$ cat src/rtl/btn_cond_pkg.sv
package btn_cond_pkg;
  typedef enum logic [1:0] {
    ST_IDLE = 2'd0,
    ST_HELD = 2'd1,
    ST_RELQ = 2'd2
  } press_state_t;
endpackage

$ cat src/rtl/btn_sync.sv
module btn_sync #(
  parameter int STAGES = 2
) (
  input  logic clk,
  input  logic rst,
  input  logic async_i,
  output logic sync_o
);
  logic [STAGES-1:0] chain_q;

  generate
    for (genvar g = 0; g < STAGES; g++) begin : g_stage
      if (g == 0) begin : g_first
        always_ff @(posedge clk) begin
          if (rst) chain_q[0] <= 1'b0;
          else     chain_q[0] <= async_i;
        end
      end else begin : g_next
        always_ff @(posedge clk) begin
          if (rst) chain_q[g] <= 1'b0;
          else     chain_q[g] <= chain_q[g-1];
        end
      end
    end
  endgenerate

  assign sync_o = chain_q[STAGES-1];

  // checker-only warm-up count of edges since reset
  logic [3:0] warm_q;
  always_ff @(posedge clk) begin
    if (rst)              warm_q <= '0;
    else if (warm_q < 4'd15) warm_q <= warm_q + 4'd1;
  end

  // the output equals the raw level sampled STAGES edges earlier
  p_sync_latency_r1: assert property (@(posedge clk) disable iff (rst)
    (int'(warm_q) >= STAGES) |-> (sync_o == $past(async_i, STAGES)));
endmodule

$ cat src/rtl/btn_settle_counter.sv
module btn_settle_counter #(
  parameter int LIMIT = 8
) (
  input  logic clk,
  input  logic rst,
  input  logic clr_i,
  input  logic inc_i,
  output logic done_o
);
  localparam int CW = (LIMIT < 2) ? 1 : $clog2(LIMIT);
  localparam logic [CW-1:0] LAST = CW'(LIMIT - 1);

  logic [CW-1:0] cnt_q;

  always_ff @(posedge clk) begin
    if (rst || clr_i) cnt_q <= '0;
    else if (inc_i)   cnt_q <= cnt_q + 1'b1;
  end

  assign done_o = (cnt_q == LAST);

  // the count never passes the last qualifying value
  p_no_overflow_r2: assert property (@(posedge clk) disable iff (rst)
    cnt_q <= LAST);
  // reset leaves the counter at zero
  p_reset_clears_r7: assert property (@(posedge clk)
    rst |=> (cnt_q == '0));
endmodule

$ cat src/rtl/btn_press_fsm.sv
module btn_press_fsm
  import btn_cond_pkg::*;
(
  input  logic clk,
  input  logic rst,
  input  logic level_i,
  input  logic done_i,
  output logic clr_o,
  output logic inc_o,
  output logic pulse_o
);
  press_state_t st_q, st_d;
  logic         fire;

  always_comb begin
    st_d  = st_q;
    clr_o = 1'b0;
    inc_o = 1'b0;
    fire  = 1'b0;
    unique case (st_q)
      ST_IDLE: begin
        if (!level_i) begin
          clr_o = 1'b1;
        end else if (done_i) begin
          fire  = 1'b1;
          clr_o = 1'b1;
          st_d  = ST_HELD;
        end else begin
          inc_o = 1'b1;
        end
      end
      ST_HELD: begin
        clr_o = 1'b1;
        if (!level_i) st_d = ST_RELQ;
      end
      ST_RELQ: begin
        if (level_i) begin
          clr_o = 1'b1;
          st_d  = ST_HELD;
        end else if (done_i) begin
          clr_o = 1'b1;
          st_d  = ST_IDLE;
        end else begin
          inc_o = 1'b1;
        end
      end
      default: begin
        clr_o = 1'b1;
        st_d  = ST_IDLE;
      end
    endcase
  end

  always_ff @(posedge clk) begin
    if (rst) begin
      st_q    <= ST_IDLE;
      pulse_o <= 1'b0;
    end else begin
      st_q    <= st_d;
      pulse_o <= fire;
    end
  end

  // a pulse never lasts two cycles
  p_single_cycle_r3: assert property (@(posedge clk) disable iff (rst)
    pulse_o |=> !pulse_o);
  // a pulse follows a completed high count taken in idle
  p_fire_qualified_r2: assert property (@(posedge clk) disable iff (rst)
    pulse_o |-> ($past(st_q) == ST_IDLE && $past(done_i) && $past(level_i)));
  // outside idle no new pulse is produced
  p_no_refire_r4: assert property (@(posedge clk) disable iff (rst)
    (st_q != ST_IDLE) |=> !pulse_o);
  // idle is re-entered only from a completed low count
  p_rearm_qualified_r5: assert property (@(posedge clk) disable iff (rst)
    (st_q == ST_IDLE && $past(st_q) == ST_RELQ) |-> ($past(done_i) && !$past(level_i)));
  // reset returns to idle with the output low
  p_reset_idle_r7: assert property (@(posedge clk)
    rst |=> (st_q == ST_IDLE && !pulse_o));
endmodule

$ cat src/rtl/btn_pulse_shaper.sv
module btn_pulse_shaper #(
  parameter int SETTLE_CYCLES = 8,
  parameter int SYNC_STAGES   = 2
) (
  input  logic clk,
  input  logic rst,
  input  logic btn_raw_i,
  output logic press_pulse_o
);
  logic btn_level;
  logic cnt_clr, cnt_inc, cnt_done;

  btn_sync #(.STAGES(SYNC_STAGES)) u_sync (
    .clk     (clk),
    .rst     (rst),
    .async_i (btn_raw_i),
    .sync_o  (btn_level)
  );

  btn_settle_counter #(.LIMIT(SETTLE_CYCLES)) u_count (
    .clk    (clk),
    .rst    (rst),
    .clr_i  (cnt_clr),
    .inc_i  (cnt_inc),
    .done_o (cnt_done)
  );

  btn_press_fsm u_fsm (
    .clk     (clk),
    .rst     (rst),
    .level_i (btn_level),
    .done_i  (cnt_done),
    .clr_o   (cnt_clr),
    .inc_o   (cnt_inc),
    .pulse_o (press_pulse_o)
  );

  // the output only moves on a clock edge after a settled input
  p_pulse_needs_level_r1: assert property (@(posedge clk) disable iff (rst)
    $rose(press_pulse_o) |-> $past(btn_level));
endmodule

$ cat config.mk
export PLATFORM = sky130hd
export DESIGN_NAME = btn_pulse_shaper
export DESIGN_NICKNAME = d
export VERILOG_FILES = /design/src/rtl/btn_cond_pkg.sv /design/src/rtl/btn_sync.sv /design/src/rtl/btn_settle_counter.sv /design/src/rtl/btn_press_fsm.sv /design/src/rtl/btn_pulse_shaper.sv
export SDC_FILE = /design/constraint.sdc
export NUM_CORES = 1
export LEC_CHECK = 0
export ABC_AREA = 1
export BUFFER_PORTS_ARGS = -buffer_cell sky130_fd_sc_hd__buf_2
export CORE_AREA = 2 2 39 41
export DETAILED_ROUTE_END_ITERATION = 7
export DIE_AREA = 0 0 41 43
export SETUP_SLACK_MARGIN = 0.1
export SKIP_CTS_REPAIR_TIMING = 1
export SYNTH_ARGS = -nofsm -noshare
export SYNTH_HDL_FRONTEND = slang
export SYNTH_HIERARCHICAL = 1
export SYNTH_SLANG_ARGS = --single-unit
$ cat constraint.sdc
create_clock -name clk -period 1.48 [get_ports clk]
set_input_delay 0.222 -clock clk [delete_from_list [all_inputs] [get_ports clk]]
set_output_delay 0.222 -clock clk [all_outputs]
set_load 0.005 [all_outputs]
==> flow_metrics.py <==
metrics = {
    "outcome": {
        "status": "complete, no violations",
    },
    "timing": {
        "max_freq_ghz": 0.770,
        "finalSetupViolCount": 0,
        "worst_slack_ns": 0.180,
        "rsz0062_at_grt": "false",
        "hold_ws_ns": 0.172,
        "finalMaxSlewViolations": 0,
        "fin_crit_ns": 1.30,
        "hold_viol": 0,
        "setup_tns_ns": 0,
        "tightest_slew_ns": 0.232,
        "relSlewSlack": 0.845,
        "fin_crit_sh": 0.878,
        "clock_skew_ns": 0.00140,
    },
    "synth": {
        "netlist_instances": 56,
        "synth_fp_nets": 61,
        "synthDistinctLibCells": 11,
        "avgSynthCellArea_um2": 6.84,
        "netlist_area_um2": 383,
        "ys.warnings.count": 6,
        "synth_seq_area_share": 0.418,
        "ys_seq_elements": 8,
    },
    "placement": {
        "post-place-ws_ns": -0.00594,
        "hpwlAfterDp_um": 447,
        "port_buffers": 3,
        "gp_congestion": 0.781,
        "dp_cells": 75,
    },
    "die": {
        "rows": 14,
        "die_h_um": 43,
        "die_w_um": 41,
        "die_area_um2": 1760,
        "initial_core_util": 0.277,
        "core-area_um2": 1380,
        "io_pins": 4,
    },
    "finish": {
        "final_cell_mix": "nand2_1 (11), inv_1 (10), nor2_1 (8)",
        "n_antenna_cell": 0,
        "fill_cells": 146,
        "layout.nets": 72,
        "area_delta_synth_final_pct": 25.2,
        "final_common_cell": "nand2_1",
        "drive_above_1_share": 0.338,
        "final_core_utilization": 0.346,
        "final_cells": 81,
    },
    "global_route": {
        "grt_pass1_wl_um": 1080,
        "grt_max_degree": 7,
        "grt_usage": 0.0957,
        "grt_overflow": 0,
        "antenna_found_initial": 0,
        "grt_pass1_vias": 266,
    },
    "clocking": {
        "root_buffer": "clkbuf_4",
        "clock_latency_ns": 0.25,
        "clk_pin_slew_worst_paths_ns": 0.05,
        "clockBufferDepth": 2,
        "cts_buffers": 3,
        "cts.htree.levels": 1,
        "clock-sinks": 8,
        "cts_tree": "built",
    },
    "detailed_routing": {
        "wl_per_cell_um": 7.59,
        "routed_wl_um": 615,
        "drtPass1Iterations": 4,
        "ant_nets": 0,
        "vias_per_cell": 4.16,
        "drc_errors": 0,
        "vias": 337,
        "first_iter_violations": 11,
    },
    "run": {
        "cap_viol_max_count": 0,
    },
    "critical_path": {
        "worstSetupStartpointType": "register",
        "crit_type": "reg -> reg",
        "cp.arrival_ns": 1.49,
        "critPathCaptureType": "register",
        "worst_ep_required_time_ns": 1.67,
        "worstPathMaxFanout": 6,
    },
    "pwr": {
        "p_leak_nw": 0.204,
        "power_density_nw_per_um2": 851,
        "vdd_drop_max_uv": 516,
    },
    "worst_hold_path": {
        "holdCritPathClass": "in -> reg",
    },
}
registers in the layout, summed over array words and instances (netlist names):
| register | flops |
|---|---|
| u_sync/sync_o | 1 |
| u_fsm/st_q | 2 |
| u_fsm/pulse_o | 1 |
| u_sync/chain_q | 1 |
| u_count/cnt_q | 3 |
final cells by class:
type / instances / area [um2] / area share
Sequential cell: 8 / 161 / 0.337
Tap cell: 16 / 20.0 / 0.0418
Clock buffer: 3 / 22.5 / 0.0470
Multi-Input combinational cell: 36 / 190 / 0.397
Timing Repair Buffer: 6 / 37.5 / 0.0783
Inverter: 12 / 47.5 / 0.0992
per-stage QoR:
stage | area [um2] | total power [mW]
after global routing | 479 | 0.434
after global placement | 418 | 0.246
final | 479 | 0.408
after floorplan | 383 | 0.240
after detailed placement | 418 | 0.246
after CTS | 440 | 0.415
worst max-delay path, cell delays in order (launching register included):
cell,delay (ns)
dfxtp_2,0.32
ha_2,0.18
ha_2,0.19
inv_4,0.08
nand2_1,0.05
nand2_1,0.06
nand3_1,0.08
nor2_2,0.13
nand2_1,0.07
nor2_1,0.09
kinds of logic after synthesis:
family	after synthesis	share of synthesized area
AO/OA/AOI/OAI	1	0.0131
adder cells (fa/ha/maj)	2	0.0653
buffers and inverters	12	0.118
flip-flops	8	0.418
AND/OR/NAND/NOR	33	0.386
cells in the mapped netlist:
cell	n	area, um2
dfxtp_1	8	160
nor2_1	9	33.8
nand3_2	1	10.0
a21oi_1	1	5.00
nand2_1	13	48.8
nand3_1	5	25.0
ha_1	2	25.0
inv_2	1	3.75
nor3_1	1	5.00
inv_1	11	41.3
nor2_2	4	25.0
where the power goes:
group / switching [mW] / internal (mW) / leakage (nW)
Clock: 0.0722 / 0.0927 / 0.0138
Sequential: 0.00214 / 0.219 / 0.0654
Combinational: 0.0137 / 0.00872 / 0.125
layer usage:
| layer | routed length (um) | share of wire | vias up | GRT usage |
|---|---|---|---|---|
| met1 | 283 | 0.46 | 143 | 0.117 |
| li1 | - | - | 187 | - |
| met2 | 278 | 0.45 | 7 | 0.119 |
| met3 | 52 | 0.085 | 0 | 0.0785 |
| met4 | 0 | 0 | 0 | 0.0400 |
| met5 | 0 | 0 | - | 0 |
worst paths after layout:
kind | slack (ns) | endpoint | cells after the start | start
max | 0.18 | u_count/cnt_q[2]$_SDFFE_PP0P_ | 9 | u_count/cnt_q[0]$_SDFFE_PP0P_
min | 0.17 | u_sync/chain_q[0]$_SDFF_PP0_ | 3 | btn_raw_i
max reg2reg | 0.18 | u_count/cnt_q[2]$_SDFFE_PP0P_ | 9 | u_count/cnt_q[0]$_SDFFE_PP0P_
min reg2reg | 0.40 | u_sync/sync_o$_SDFF_PP0_ | 2 | u_sync/chain_q[0]$_SDFF_PP0_
Note: power is estimated with default switching activity, not from simulation.
